$ cat config.mk
export PLATFORM = sky130hd
export DESIGN_NAME = ldst_port_master
export DESIGN_NICKNAME = d
export VERILOG_FILES = /design/src/rtl/ldst_pkg.sv /design/src/rtl/ldst_cmd_reg.sv /design/src/rtl/ldst_ld_capture.sv /design/src/rtl/ldst_fsm.sv /design/src/rtl/ldst_port_master.sv
export SDC_FILE = /design/constraint.sdc
export NUM_CORES = 1
export LEC_CHECK = 0
export BUFFER_PORTS_ARGS = -buffer_cell sky130_fd_sc_hd__buf_4
export CAP_MARGIN = 5
export CORE_AREA = 2 2 161 163
export DETAILED_ROUTE_END_ITERATION = 10
export DIE_AREA = 0 0 163 165
export GPL_TIMING_DRIVEN = 0
export PLACE_DENSITY = 0.59
export SETUP_SLACK_MARGIN = 0.15
export SLEW_MARGIN = 40
export SYNTH_ARGS = -nofsm -noshare
export SYNTH_HDL_FRONTEND = slang
export SYNTH_SLANG_ARGS = --single-unit
$ cat constraint.sdc
create_clock -name clk_i -period 1.9 [get_ports clk_i]
set_input_delay 0.19 -clock clk_i [delete_from_list [all_inputs] [get_ports clk_i]]
set_output_delay 0.19 -clock clk_i [all_outputs]
set_load 0.005 [all_outputs]
$ cat src/rtl/ldst_pkg.sv
package ldst_pkg;
  typedef enum logic [2:0] {
    ST_IDLE      = 3'd0,
    ST_WAIT_ACK  = 3'd1,
    ST_WAIT_LD   = 3'd2,
    ST_SEND_ST   = 3'd3,
    ST_WAIT_DROP = 3'd4
  } ldst_state_e;
endpackage

$ cat src/rtl/ldst_cmd_reg.sv
module ldst_cmd_reg #(
  parameter int ADDR_W = 64,
  parameter int DATA_W = 64,
  parameter int LEN_W  = 4
) (
  input  logic              clk_i,
  input  logic              rst_ni,
  input  logic              load_i,
  input  logic              store_i,
  input  logic [LEN_W-1:0]  len_i,
  input  logic [ADDR_W-1:0] addr_i,
  input  logic [DATA_W-1:0] data_i,
  input  logic              zero_line_i,
  input  logic              nocache_i,
  output logic              store_o,
  output logic [LEN_W-1:0]  len_o,
  output logic [ADDR_W-1:0] addr_o,
  output logic [DATA_W-1:0] data_o,
  output logic              zero_line_o,
  output logic              nocache_o
);
  always_ff @(posedge clk_i or negedge rst_ni) begin
    if (!rst_ni) begin
      store_o     <= 1'b0;
      len_o       <= '0;
      addr_o      <= '0;
      data_o      <= '0;
      zero_line_o <= 1'b0;
      nocache_o   <= 1'b0;
    end else if (load_i) begin
      store_o     <= store_i;
      len_o       <= len_i;
      addr_o      <= addr_i;
      data_o      <= data_i;
      zero_line_o <= zero_line_i;
      nocache_o   <= nocache_i;
    end
  end
endmodule

$ cat src/rtl/ldst_ld_capture.sv
module ldst_ld_capture #(
  parameter int DATA_W = 64
) (
  input  logic              clk_i,
  input  logic              rst_ni,
  input  logic              capture_i,
  input  logic [DATA_W-1:0] data_i,
  output logic [DATA_W-1:0] data_o
);
  always_ff @(posedge clk_i or negedge rst_ni) begin
    if (!rst_ni)        data_o <= '0;
    else if (capture_i) data_o <= data_i;
  end
endmodule

$ cat src/rtl/ldst_fsm.sv
module ldst_fsm
  import ldst_pkg::*;
(
  input  logic        clk_i,
  input  logic        rst_ni,
  input  logic        cmd_valid_i,
  input  logic        is_store_i,
  input  logic        cancel_i,
  input  logic        busy_i,
  input  logic        ack_i,
  input  logic        exc_i,
  input  logic        ld_ok_i,
  output ldst_state_e state_o,
  output logic        accept_o,
  output logic        capture_o,
  output logic        done_o,
  output logic        done_err_o
);
  ldst_state_e state_q, state_d;
  logic fin, fin_err;

  assign accept_o = (state_q == ST_IDLE) && cmd_valid_i && !busy_i;

  always_comb begin
    state_d   = state_q;
    fin       = 1'b0;
    fin_err   = 1'b0;
    capture_o = 1'b0;
    if (state_q != ST_IDLE && cancel_i) begin
      state_d = ST_IDLE;
      fin     = 1'b1;
      fin_err = 1'b1;
    end else begin
      unique case (state_q)
        ST_IDLE:     if (accept_o) state_d = ST_WAIT_ACK;
        ST_WAIT_ACK: begin
          if (exc_i) begin
            state_d = ST_IDLE; fin = 1'b1; fin_err = 1'b1;
          end else if (ack_i) begin
            state_d = is_store_i ? ST_SEND_ST : ST_WAIT_LD;
          end
        end
        ST_WAIT_LD: begin
          if (exc_i) begin
            state_d = ST_IDLE; fin = 1'b1; fin_err = 1'b1;
          end else if (ld_ok_i) begin
            state_d = ST_IDLE; fin = 1'b1; capture_o = 1'b1;
          end
        end
        ST_SEND_ST:   state_d = ST_WAIT_DROP;
        ST_WAIT_DROP: begin
          if (exc_i) begin
            state_d = ST_IDLE; fin = 1'b1; fin_err = 1'b1;
          end else if (!busy_i) begin
            state_d = ST_IDLE; fin = 1'b1;
          end
        end
        default: state_d = ST_IDLE;
      endcase
    end
  end

  always_ff @(posedge clk_i or negedge rst_ni) begin
    if (!rst_ni) begin
      state_q    <= ST_IDLE;
      done_o     <= 1'b0;
      done_err_o <= 1'b0;
    end else begin
      state_q    <= state_d;
      done_o     <= fin;
      done_err_o <= fin_err;
    end
  end

  assign state_o = state_q;

  AST_EXC_ENDS: assert property (@(posedge clk_i) disable iff (!rst_ni)
    (exc_i && !cancel_i && (state_q == ST_WAIT_ACK || state_q == ST_WAIT_LD))
      |=> (done_o && done_err_o));
  AST_LD_DONE: assert property (@(posedge clk_i) disable iff (!rst_ni)
    (state_q == ST_WAIT_LD && ld_ok_i && !exc_i && !cancel_i)
      |=> (done_o && !done_err_o));
  AST_EARLY_LD_IGNORED: assert property (@(posedge clk_i) disable iff (!rst_ni)
    (state_q == ST_WAIT_ACK && ld_ok_i) |=> !done_o || done_err_o);
endmodule

$ cat src/rtl/ldst_port_master.sv
module ldst_port_master
  import ldst_pkg::*;
#(
  parameter int ADDR_W = 64,
  parameter int DATA_W = 64,
  parameter int LEN_W  = 4
) (
  input  logic              clk_i,
  input  logic              rst_ni,
  input  logic              cmd_valid_i,
  input  logic              cmd_store_i,
  input  logic [LEN_W-1:0]  cmd_len_i,
  input  logic [ADDR_W-1:0] cmd_addr_i,
  input  logic [DATA_W-1:0] cmd_data_i,
  input  logic              cmd_zero_line_i,
  input  logic              cmd_nocache_i,
  input  logic              cancel_i,
  output logic              cmd_ready_o,
  output logic              done_o,
  output logic              done_err_o,
  output logic [DATA_W-1:0] ld_data_o,
  input  logic              pt_busy_i,
  output logic              pt_is_ld_o,
  output logic              pt_is_st_o,
  output logic [LEN_W-1:0]  pt_len_o,
  output logic              pt_zero_line_o,
  output logic              pt_nocache_o,
  output logic              pt_addr_ok_o,
  output logic [ADDR_W-1:0] pt_addr_o,
  input  logic              pt_addr_ack_i,
  input  logic              pt_exc_i,
  input  logic              pt_ld_ok_i,
  input  logic [DATA_W-1:0] pt_ld_data_i,
  output logic              pt_st_ok_o,
  output logic [DATA_W-1:0] pt_st_data_o,
  output logic              pt_go_die_o
);
  ldst_state_e state;
  logic accept, capture, is_store, active;
  logic [DATA_W-1:0] st_data;

  ldst_fsm u_fsm (
    .clk_i      (clk_i),
    .rst_ni     (rst_ni),
    .cmd_valid_i(cmd_valid_i),
    .is_store_i (is_store),
    .cancel_i   (cancel_i),
    .busy_i     (pt_busy_i),
    .ack_i      (pt_addr_ack_i),
    .exc_i      (pt_exc_i),
    .ld_ok_i    (pt_ld_ok_i),
    .state_o    (state),
    .accept_o   (accept),
    .capture_o  (capture),
    .done_o     (done_o),
    .done_err_o (done_err_o)
  );

  ldst_cmd_reg #(.ADDR_W(ADDR_W), .DATA_W(DATA_W), .LEN_W(LEN_W)) u_cmd (
    .clk_i      (clk_i),
    .rst_ni     (rst_ni),
    .load_i     (accept),
    .store_i    (cmd_store_i),
    .len_i      (cmd_len_i),
    .addr_i     (cmd_addr_i),
    .data_i     (cmd_data_i),
    .zero_line_i(cmd_zero_line_i),
    .nocache_i  (cmd_nocache_i),
    .store_o    (is_store),
    .len_o      (pt_len_o),
    .addr_o     (pt_addr_o),
    .data_o     (st_data),
    .zero_line_o(pt_zero_line_o),
    .nocache_o  (pt_nocache_o)
  );

  ldst_ld_capture #(.DATA_W(DATA_W)) u_ld (
    .clk_i    (clk_i),
    .rst_ni   (rst_ni),
    .capture_i(capture),
    .data_i   (pt_ld_data_i),
    .data_o   (ld_data_o)
  );

  // request, address and flags are held for the whole transaction
  assign active       = (state != ST_IDLE);
  assign cmd_ready_o  = !active && !pt_busy_i;
  assign pt_is_ld_o   = active && !is_store;
  assign pt_is_st_o   = active && is_store;
  assign pt_addr_ok_o = active;
  assign pt_st_ok_o   = (state == ST_SEND_ST);
  assign pt_st_data_o = st_data;
  assign pt_go_die_o  = active && cancel_i;

  AST_NO_REQ_WHILE_BUSY: assert property (@(posedge clk_i) disable iff (!rst_ni)
    (pt_busy_i && !pt_is_ld_o && !pt_is_st_o) |=> (!pt_is_ld_o && !pt_is_st_o));
  AST_ONE_REQ: assert property (@(posedge clk_i) disable iff (!rst_ni)
    !(pt_is_ld_o && pt_is_st_o));
  AST_ADDR_HOLD: assert property (@(posedge clk_i) disable iff (!rst_ni)
    (pt_addr_ok_o && $past(pt_addr_ok_o)) |-> $stable(pt_addr_o));
  AST_ST_PULSE: assert property (@(posedge clk_i) disable iff (!rst_ni)
    pt_st_ok_o |=> !pt_st_ok_o);
  AST_ST_AFTER_ACK: assert property (@(posedge clk_i) disable iff (!rst_ni)
    $rose(pt_st_ok_o) |-> $past(pt_addr_ack_i));
  AST_GO_DIE_IDLE: assert property (@(posedge clk_i) disable iff (!rst_ni)
    pt_go_die_o |=> (!pt_is_ld_o && !pt_is_st_o && done_err_o));
endmodule

Yosys cells after proc, flatten, opt, wreduce, memory -nomap -nowiden
Index checks and enable logic that the tools add are counted.
{"block": "word_totals", "ff_bits": 204, "latch_bits": 0, "ram_bits": 0, "rom_bits": 0, "inputBits": 207, "out_inout_bits": 206, "wordCells": 53, "mem_count": 0}
{"block": "classes", "n_addsub": 0, "n_mul": 0, "n_div": 0, "order_cmp": 0, "n_eq_ne": 8, "shift": 0, "mux": 22, "bitwise_logic": 0, "reduce_logical": 13}
{"operator": "2-to-1 mux 3 bit", "count": 8}
{"operator": "case mux 3 bit (5 select lines)", "count": 1}
{"operator": "2-to-1 mux 1 bit", "count": 12}
{"operator": "inequality test 4 bit (second input constant)", "count": 3}
{"operator": "equality test 3 x 2 -> 1 bit (second input constant)", "count": 2}
{"operator": "logical AND 1 bit", "count": 6}
{"operator": "AND reduction 4 bit", "count": 1}
{"operator": "equality test 3 x 1 -> 1 bit (second input constant)", "count": 1}
{"operator": "equality test 3 bit (second input constant)", "count": 1}
{"operator": "logical NOT 1 bit", "count": 3}
{"operator": "logical NOT 3 bit", "count": 1}
{"operator": "inequality test 3 bit (second input constant)", "count": 1}
{"operator": "case mux 1 bit (3 select lines)", "count": 1}
{"operator": "nonzero test 3 bit", "count": 1}
{"operator": "OR reduction 3 bit", "count": 1}

Longest topological paths before layout
Gate-level depths: netlist (run 1).
{"block": "logic_depth", "ltp_word": 6, "ltp_mapped": 6, "mapped_depth_nobuf": 3}

Cells and area by module
From an unflattened synthesis (run 1), not the netlist that was laid out.
{"block": "hier_totals", "hier_cells": 466, "hier_area_um2": 8261.7}
{"mod": "ldst_cmd_reg", "instances": 1, "cells_per_inst": 285, "area_each_um2": 5205.0, "seq_area_each_um2": 3378.2}
{"mod": "ldst_ld_capture", "instances": 1, "cells_per_inst": 135, "area_each_um2": 2678.8, "seq_area_each_um2": 1601.5}
{"mod": "ldst_fsm", "instances": 1, "cells_per_inst": 38, "area_each_um2": 334.1, "seq_area_each_um2": 125.1}
{"mod": "ldst_port_master", "instances": 1, "cells_per_inst": 8, "area_each_um2": 43.8, "seq_area_each_um2": 0.0}

Worst setup path before layout (run 1)
No wires, ideal clock.
{"block": "synth_timing", "path_kind": "flip-flop to flip-flop", "startpoint": "reg u_fsm.state_q[1] (netlist: u_fsm.state_o[1])", "endpoint": "reg u_cmd.data_o[25]", "setup_time_ns": 0.125, "arrival_ns": 1.473, "t_required_ns": 1.775, "setup_slack_ns": 0.302, "stages_incl_launch_ff": 7, "n_path_buf": 3, "synth_period_minus_slack_ns": 1.598, "cell_sequence": "dfrtp_1 > nor3_4 > nand3b_1 > buf_2 > buf_6 > buf_6 > mux2_4"}
{"block": "synth_via", "elab_chain_len": 3}
{"item": "start: declaration", "line_no": "ldst_fsm.sv:19", "text": "ldst_state_e state_q, state_d;"}
{"item": "start signal: assignment", "line_no": "ldst_fsm.sv:69", "text": "state_q <= state_d;"}
{"item": "logical NOT 3 bit", "line_no": "ldst_fsm.sv:22", "text": "assign accept_o = (state_q == ST_IDLE) && cmd_valid_i && !busy_i;"}
{"item": "logical AND 1 bit (2 in a row)", "line_no": "ldst_fsm.sv:22"}
{"item": "end signal: assignment", "line_no": "ldst_cmd_reg.sv:34", "text": "data_o <= data_i;"}
{"item": "end: declaration", "line_no": "ldst_cmd_reg.sv:18", "text": "output logic [DATA_W-1:0] data_o,"}
No other way between the ends.
A chain may end at the register's enable or synchronous reset.

Final worst setup path (run 1)
{"block": "layout_timing", "startpoint": "reg u_fsm.state_q[0] (netlist: u_fsm.state_o[0])", "endpoint": "out pt_go_die_o"}
{"block": "layout_via", "elab_chain_len": 2}
{"item": "nonzero test 3 bit", "line_no": "ldst_port_master.sv:86", "text": "assign active = (state != ST_IDLE);"}
{"item": "logical AND 1 bit", "line_no": "ldst_port_master.sv:93", "text": "assign pt_go_die_o = active && cancel_i;"}
{"item": "end: declaration", "line_no": "ldst_port_master.sv:36", "text": "output logic pt_go_die_o"}
No other way between the ends.

==> summary.txt, run 1 <==
Yosys
  • Post-synthesis cell area: 0.00778 mm2
  • Leading area contributor after synthesis: dfrtp_1
  • Asr flop ratio synth: 100%
  • Avg Inst Size Synth: 16.8 um2
  • Ys flop type: dfrtp_1
  • Synth Area in XOR/XNOR: 0%
  • Area share of and/or/nand/nor cells after synthesis: 1.85%
  • Synth cell types: 30
  • Post-synthesis mux area share: 29.2%
  • Syn_nets: 671
  • Synth Area in Compound Gates: 1.08%
  • Post-synth EDFFs: 0
  • Adder-cell share of the synthesized area: 0%
  • Largest family of logic cells by synthesized area: multiplexers
  • Synth Warn #: 0
  • Seq cells post-synth: 204
  • Ranking of synthesized cells by area: dfrtp_1 (66%), mux2_2 (26%), mux2_4 (1.5%)
  • Cells after Synth: 464
  • Post-synth top area share: 65.6%
  • Post-synthesis sequential area ratio: 65.6%

Layout
  • Share of cells above drive strength 1: 60.3%
  • Post-route cell area: 0.0144 mm2
  • Ant diodes: 0
  • Synth-to-layout area growth: 84.7%
  • # nets final: 1324

Global route
  • Initial antenna violation count: 0
  • Global-route track usage on met2: 31.8%
  • Largest net degree at the start of global routing: 72
  • Overflow after GRT: 0
  • Number of global-route vias before repair: 7001
  • Met3 Usage GRT: 5.20%
  • Grt peak-use layer: met2
  • Met1 usage: 19.5%
  • GRT Total Usage: 17.6%
  • First-pass GRT wire length: 37.3 mm

Placed design
  • DP Area: 0.0114 mm2
  • GPL Wtd Cong: 0.739
  • Hpwl dp: 16.7 mm
  • Port Buf Inserts: 412

Timing
  • Tightest Pin Transition: 0.528 ns
  • Min Tclk post-route: 1.77 ns
  • Max-slew headroom: 64.8%
  • Slew Limit Fails: 0
  • Period utilization: 93.1%
  • Final setup viols: 0
  • RSZ-0062 raised after global routing: yes
  • Final TNS setup: 0 ns
  • Fin. Hold Viols: 0
  • Setup Skew: 0.00714 ns
  • Fmax: 565 MHz

Detailed routing
  • Via count: 6412
  • Vias/cell: 4.38
  • DR pass1 iterations: 4
  • Antenna Violating Nets Remaining: 0
  • WL/cell: 17.0 um
  • Initial DRC Count: 232
  • DRC: 0
  • DRT Wirelength: 24.9 mm

Clock tree
  • H-Tree Depth: 1
  • Num CTS Buffers: 24
  • Clock Path Buffers: 3
  • Clock edge transition at the registers on the reported setup and hold paths: 0.06 ns
  • Num Clock Sinks: 204
  • CTS tree: done
  • Clock root buffer: clkbuf_16
  • Skew-Pair Late Insertion Delay: 0.50 ns

Critical path
  • CP Data Arrival Time: 1.58 ns
  • Crit path capture type: primary output
  • Startpoint types: flop
  • R2R setup slack: 0.17 ns
  • R2r startpoint: u_fsm.state_o[0]$_DFFE_PN0P_
  • Reg-to-reg endpoint: u_cmd.data_o[30]$_DFFE_PN0P_
  • Largest fanout on the critical path: 3
  • R2r worst-path depth: 6
  • Worst Setup Path Type: flop to primary output
  • CP Data Required Time: 1.71 ns

Hold path
  • Worst hold path depth: 3
  • Class of the worst hold path: input port to flop
  • Beginning of the worst hold path: pt_exc_i
  • Hold EP: u_fsm.done_err_o$_DFF_PN0_

Floorplanning
  • Core area: 0.0250 mm2
  • I/O pin count: 413
  • DIE AREA: 0.0269 mm2
  • Die width: 163 um
  • FP Rows: 58
  • Height of the chip: 165 um
  • Initial Util: 31.1%

Status
  • Status: completed

Power and ir drop
  • Maximum vdd drop: 0.913 mV
  • PD cells: 1280 mW/mm2
  • Leak: 7.08 nW

Flow run
  • Max-cap violations: 0
[layout by cell type, fill, tap and decap left out, types with 2 or more instances in the layout]
| cell | instances |
|---|---|
| nor2_1 | 3 |
| dlygate4sd3_1 | 203 |
| dfrtp_1 | 204 |
| inv_1 | 3 |
| clkbuf_1 | 7 |
| buf_4 | 425 |
| nand2_1 | 3 |
| mux2_4 | 8 |
| buf_2 | 4 |
| clkbuf_8 | 6 |
| bufinv_16 | 2 |
| o21ai_0 | 2 |
| a31oi_1 | 2 |
| mux2_1 | 8 |
| clkbuf_16 | 25 |
| buf_12 | 3 |
| buf_6 | 13 |
| buf_16 | 2 |
| clkinv_2 | 2 |
| mux2_2 | 183 |
| nand3b_1 | 2 |
| nor2b_1 | 3 |
[worst max-delay path, cell delays in order (launching register included)]
cell	delay, ns
dfrtp_1	0.41
nor3_4	0.24
buf_6	0.15
buf_6	0.10
nor2b_1	0.04
buf_4	0.13
[registers in the layout, indices dropped and copies added, names as in the netlist]
name and count:
u_cmd.nocache_o 1, u_cmd.zero_line_o 1, u_fsm.state_o 3, u_cmd.len_o 4, u_fsm.done_err_o 1, u_cmd.data_o 64, u_cmd.store_o 1, u_fsm.done_o 1
u_cmd.addr_o 64, u_ld.data_o 64
[repair_timing]
action | CTS | global route
gates cloned | 0 | 1
pin swaps | 2 | 2
hold buffers | 203 | 0
hold endpoints to repair | 265 | 0
setup endpoints to repair | 112 | 186
resized for setup | 10 | 27
buffers inserted | 4 | 5
[final cells by class]
type	instances	area, um2
Clock inverter	5	77.6
Sequential cell	204	5100
Timing Repair Buffer	627	5280
Clock buffer	38	734
Fill cell	1992	10700
Buffer	24	241
Multi-Input combinational cell	232	2510
Tap cell	330	413
Inverter	4	15.0
[cells in the mapped netlist (2+ instances only)]
| library cell | number |
|---|---|
| nand2_1 | 3 |
| nor3_1 | 2 |
| nor2b_1 | 3 |
| mux2_4 | 8 |
| dfrtp_1 | 204 |
| mux2_2 | 183 |
| a31oi_1 | 2 |
| buf_6 | 7 |
| nor2_1 | 4 |
| buf_2 | 16 |
| inv_1 | 4 |
| o21ai_0 | 2 |
| nand3b_1 | 2 |
| mux2_1 | 8 |
[metal layers]
layer | routed length, um | vias to the layer above
li1 | - | 2948
met1 | 9140 | 3121
met2 | 12900 | 286
met3 | 2020 | 57
met4 | 860 | 0
met5 | 0 | -
[worst max path at each step]
| stage | slack [ns] | endpoint | startpoint | depth (start not counted) |
|---|---|---|---|---|
| floorplan | 0.30 | u_cmd.data_o[25]$_DFFE_PN0P_ | u_fsm.state_o[1]$_DFFE_PN0P_ | 6 |
| detailed placement | -0.07 | u_ld.data_o[10]$_DFFE_PN0P_ | u_fsm.state_o[2]$_DFFE_PN0P_ | 4 |
| CTS | 0.10 | cmd_ready_o | u_fsm.state_o[2]$_DFFE_PN0P_ | 4 |
| global placement | -0.96 | u_ld.data_o[59]$_DFFE_PN0P_ | rst_ni | 1 |
| finish | 0.13 | pt_go_die_o | u_fsm.state_o[0]$_DFFE_PN0P_ | 5 |
| global route | 0.05 | cmd_ready_o | u_fsm.state_o[1]$_DFFE_PN0P_ | 5 |
[cell families (layout without fill, tap and decap cells)]
kind of cell / after synthesis / after routing
DFF: 204 / 204
muxes: 199 / 199
buffers and inverters: 28 / 698
and+or+nand+nor: 22 / 22
AOI/OAI and AO/OA: 11 / 11
[report_power, final]
| group | internal (mW) | leakage, nW | total, mW | switching (mW) |
|---|---|---|---|---|
| logic | 4.40 | 4.15 | 6.62 | 2.23 |
| clock network | 2.91 | 0.396 | 4.72 | 1.81 |
| registers | 6.15 | 2.53 | 7.10 | 0.952 |
[per-stage QoR]
step                cells  hold WS (ns)  worst slack [ns]  power, mW  util (%)
floorplan             464        -0.106             0.302       9.29         -
global placement     1206         0.405            -0.959       13.1      45.1
detailed placement   1208         0.189           -0.0737       13.3      45.3
CTS                  1458       0.00256             0.105       18.5      56.9
global route         1464        0.0348            0.0468       19.4      57.4
finish               1464        0.0418             0.131       18.4      57.4
(Power assumes the default switching activity.)
==> run 2, diff against run 1 <==
--- a/config.mk
+++ b/config.mk
@@ -7,11 +7,12 @@
 export LEC_CHECK = 0
 export BUFFER_PORTS_ARGS = -buffer_cell sky130_fd_sc_hd__buf_4
 export CAP_MARGIN = 5
-export CORE_AREA = 2 2 161 163
+export CORE_AREA = 2 2 159 161
 export DETAILED_ROUTE_END_ITERATION = 10
-export DIE_AREA = 0 0 163 165
+export DIE_AREA = 0 0 161 163
 export GPL_TIMING_DRIVEN = 0
-export PLACE_DENSITY = 0.59
+export PLACE_DENSITY = 0.62
+export RECOVER_POWER = 100
 export SETUP_SLACK_MARGIN = 0.15
 export SLEW_MARGIN = 40
 export SYNTH_ARGS = -nofsm -noshare
==> constraint.sdc (replaced) <==
create_clock -name clk_i -period 1.6 [get_ports clk_i]
set_input_delay 0.16 -clock clk_i [delete_from_list [all_inputs] [get_ports clk_i]]
set_output_delay 0.16 -clock clk_i [all_outputs]
set_load 0.005 [all_outputs]
==> summary.txt, run 2 (same netlist as run 1, synthesis figures left out) <==
Status
  • Status: finished with violations
  • Failing checks: setup timing

Timing
  • Setup Skew: 0.00525 ns (-0.00189 ns)
  • Fmax: 562 MHz
  • RSZ-0062 raised after global routing: yes
  • Min Tclk post-route: 1.78 ns
  • Period utilization: 111%
  • Fin. Hold Viols: 0 (unchanged)
  • Final TNS setup: -21.77 ns (-21.77 ns)
  • Max-slew headroom: 39.5% (-25 points)
  • Final setup viols: 194 (+194)
  • Tightest Pin Transition: 0.908 ns (+0.380 ns)
  • Slew Limit Fails: 0 (unchanged)
  • PnR worst setup slack: -0.178 ns (-0.309 ns)

Floorplanning
  • Initial Util: 31.6% (+0.46 points)
  • Height of the chip: 163 um (-1.2%)
  • Die width: 161 um (-1.2%)
  • FP Rows: 58 (unchanged)
  • I/O pin count: 413 (unchanged)
  • DIE AREA: 0.0262 mm2 (-2.4%)
  • Core area: 0.0247 mm2 (-1.4%)

Power and ir drop
  • Comb pwr share: 35.8% (about the same)
  • Leak: 7.25 nW (+2.4%)
  • PD cells: 1430 mW/mm2 (+12%)
  • Reg power frac: 39.2% (+0.7 points)
  • Net Sw Power: 6.08 mW (+22%)
  • P_int: 15.4 mW (+14%)
  • Clock power share: 25.0% (-0.6 points)
  • Sw frac: 28.3% (+1.3 points)
  • Maximum vdd drop: 1.07 mV (+17%)

Layout
  • Synth-to-layout area growth: 92.8%
  • Ant diodes: 0 (unchanged)
  • Util after Layout: 60.8% (+3.4 points)
  • Most common cell after layout, fill and taps aside: buf_4
  • Share of cells above drive strength 1: 55.9% (-4.4 points)
  • Most frequent cells in the layout: buf_4 (222), dlygate4sd3_1 (203), dfrtp_1 (203)
  • # nets final: 1369 (+3.4%)
  • Post-route cell area: 0.0150 mm2 (+4.4%)
  • Largest regs: u_cmd.addr_o: 64 flops, u_cmd.data_o: 64 flops, u_ld.data_o: 64 flops

Detailed routing
  • DR pass1 iterations: 4 (unchanged)
  • Vias/cell: 4.43 (+1.1%)
  • Initial DRC Count: 250 (+7.8%)
  • Via count: 6683 (+4.2%)
  • DRC: 0 (unchanged)
  • Antenna Violating Nets Remaining: 0 (unchanged)
  • DRT Wirelength: 26.9 mm (+7.8%)
  • WL/cell: 17.8 um (+4.6%)

Global route
  • Largest net degree at the start of global routing: 68 (-5.6%)
  • First-pass GRT wire length: 39.7 mm (+6.3%)
  • Number of global-route vias before repair: 7178 (+2.5%)
  • Met1 usage: 21.4% (+1.9 points)
  • Grt peak-use layer: met2
  • GRT Total Usage: 19.0% (+1.4 points)
  • Initial antenna violation count: 0 (unchanged)
  • Overflow after GRT: 0 (unchanged)
  • Global-route track usage on met2: 35.6% (+3.8 points)
  • Met3 Usage GRT: 4.23% (-0.97 points)

Clock tree
  • Clock Path Buffers: 3 (unchanged)
  • Skew-Pair Late Insertion Delay: 0.51 ns (about the same)
  • Num CTS Buffers: 24 (unchanged)
  • Num Clock Sinks: 204 (unchanged)
  • Clock root buffer: clkbuf_16
  • H-Tree Depth: 1 (unchanged)
  • CTS tree: done
  • Clock edge transition at the registers on the reported setup and hold paths: 0.06 ns (about the same)

Hold path
  • Class of the worst hold path: input port to flop

Placed design
  • GPL Wtd Cong: 0.758 (+2.6%)
  • DP Area: 0.0114 mm2 (+0.74%)
  • Hpwl dp: 16.5 mm (-1.2%)
  • Port Buf Inserts: 412 (unchanged)

Critical path
  • CP Data Required Time: 1.99 ns (+0.28 ns)
  • Critical Path, Cell by Cell: nor3_4, nand3b_1, buf_6, buf_12, clkbuf_16, mux2_4
  • Crit path capture type: flop
  • Startpoint types: flop
  • Slowest CP cell: dfrtp_2
  • Crit-path leading delay family: buffers and inverters
  • CP Data Arrival Time: 2.17 ns (+0.59 ns)
  • WP buf/inv: 3 (unchanged)
  • Largest fanout on the critical path: 8 (+5)
  • CP peak stage delay: 0.45 ns (+0.04 ns)
  • Worst Setup Path Type: flop to flop

Flow run
  • Max-cap violations: 0 (unchanged)
-- run 2: changes by cell type in the layout (fill, tap and decap cells not counted), sizes merged --
| cell | previous run | this run |
|---|---|---|
| bufinv | 2 | 1 |
| buf | 448 | 278 |
| clkinv | 2 | 6 |
| nand3 | 2 | 3 |
| clkbuf | 38 | 248 |
| clkinvlp | 1 | 2 |
-- run 2: worst register-to-register path: stages, from the launching register on --
cell       delay [ns]
dfrtp_2          0.45
nor3_4           0.26
nand3b_1         0.15
buf_6            0.18
buf_12           0.16
clkbuf_16        0.17
mux2_4           0.29
-- run 2: what timing repair did --
item	CTS	global route
hold buffers	203	0
pin swaps	4	6
gates cloned	7	11
setup buffers	28	9
endpoints found under the hold margin	338	0
endpoints found under the setup margin	206	208
resized for setup	76	43
-- run 2: power by group through the flow --
stage / Clock (mW) / Sequential [mW] / Combinational [mW]
2_1_floorplan: 0 / 8.55 / 2.50
3_3_place_gp: 0 / 8.38 / 7.18
3_5_place_dp: 0 / 8.47 / 7.28
4_1_cts: 5.49 / 8.40 / 8.05
5_1_grt: 5.73 / 8.68 / 8.21
6_report: 5.36 / 8.42 / 7.68
-- run 2: worst paths after layout --
| kind | from | end | slack (ns) | cells past startpoint |
|---|---|---|---|---|
| max in group asynchronous | rst_ni | u_cmd.addr_o[22]$_DFFE_PN0P_ | 0.15 | 4 |
| max | u_fsm.state_o[2]$_DFFE_PN0P_ | u_cmd.data_o[27]$_DFFE_PN0P_ | -0.18 | 6 |
| max reg2reg | u_fsm.state_o[2]$_DFFE_PN0P_ | u_cmd.data_o[27]$_DFFE_PN0P_ | -0.18 | 6 |
| min reg2reg | u_cmd.data_o[34]$_DFFE_PN0P_ | u_cmd.data_o[34]$_DFFE_PN0P_ | 0.50 | 1 |
| min in group asynchronous | rst_ni | u_cmd.data_o[23]$_DFFE_PN0P_ | 0.10 | 2 |
| min | pt_ld_ok_i | u_fsm.state_o[0]$_DFFE_PN0P_ | 0.04 | 2 |
-- run 2: final cells by class --
| cell class | instances | area, um2 |
|---|---|---|
| clock buffers | 34 | 699 |
| multi-input cells | 233 | 2670 |
| fillers | 1922 | 9660 |
| well taps | 330 | 413 |
| plain buffers | 23 | 352 |
| flip-flops and latches | 204 | 5110 |
| inverters | 4 | 17.5 |
| repair buffers | 672 | 5670 |
| clock inverters | 9 | 78.8 |
-- run 2: layer usage --
| layer | part of all wire, % | wire (um) | vias up |
|---|---|---|---|
| met5 | 0 | 0 | - |
| met3 | 6.4 | 1710 | 57 |
| li1 | - | - | 3044 |
| met2 | 54 | 14400 | 271 |
| met4 | 3.0 | 808 | 0 |
| met1 | 37 | 9950 | 3311 |
-- run 2: stage by stage --
step                power (mW)  hold slack [ns]  std cells  setup WS (ns)
floorplan                 11.1           -0.136        464        0.00223
global placement          15.6            0.378       1206          -1.21
detailed placement        15.7           0.0199       1209         -0.178
CTS                       21.9           0.0227       1489         -0.114
global route              22.6           0.0351       1509         -0.222
finish                    21.5           0.0431       1509         -0.178
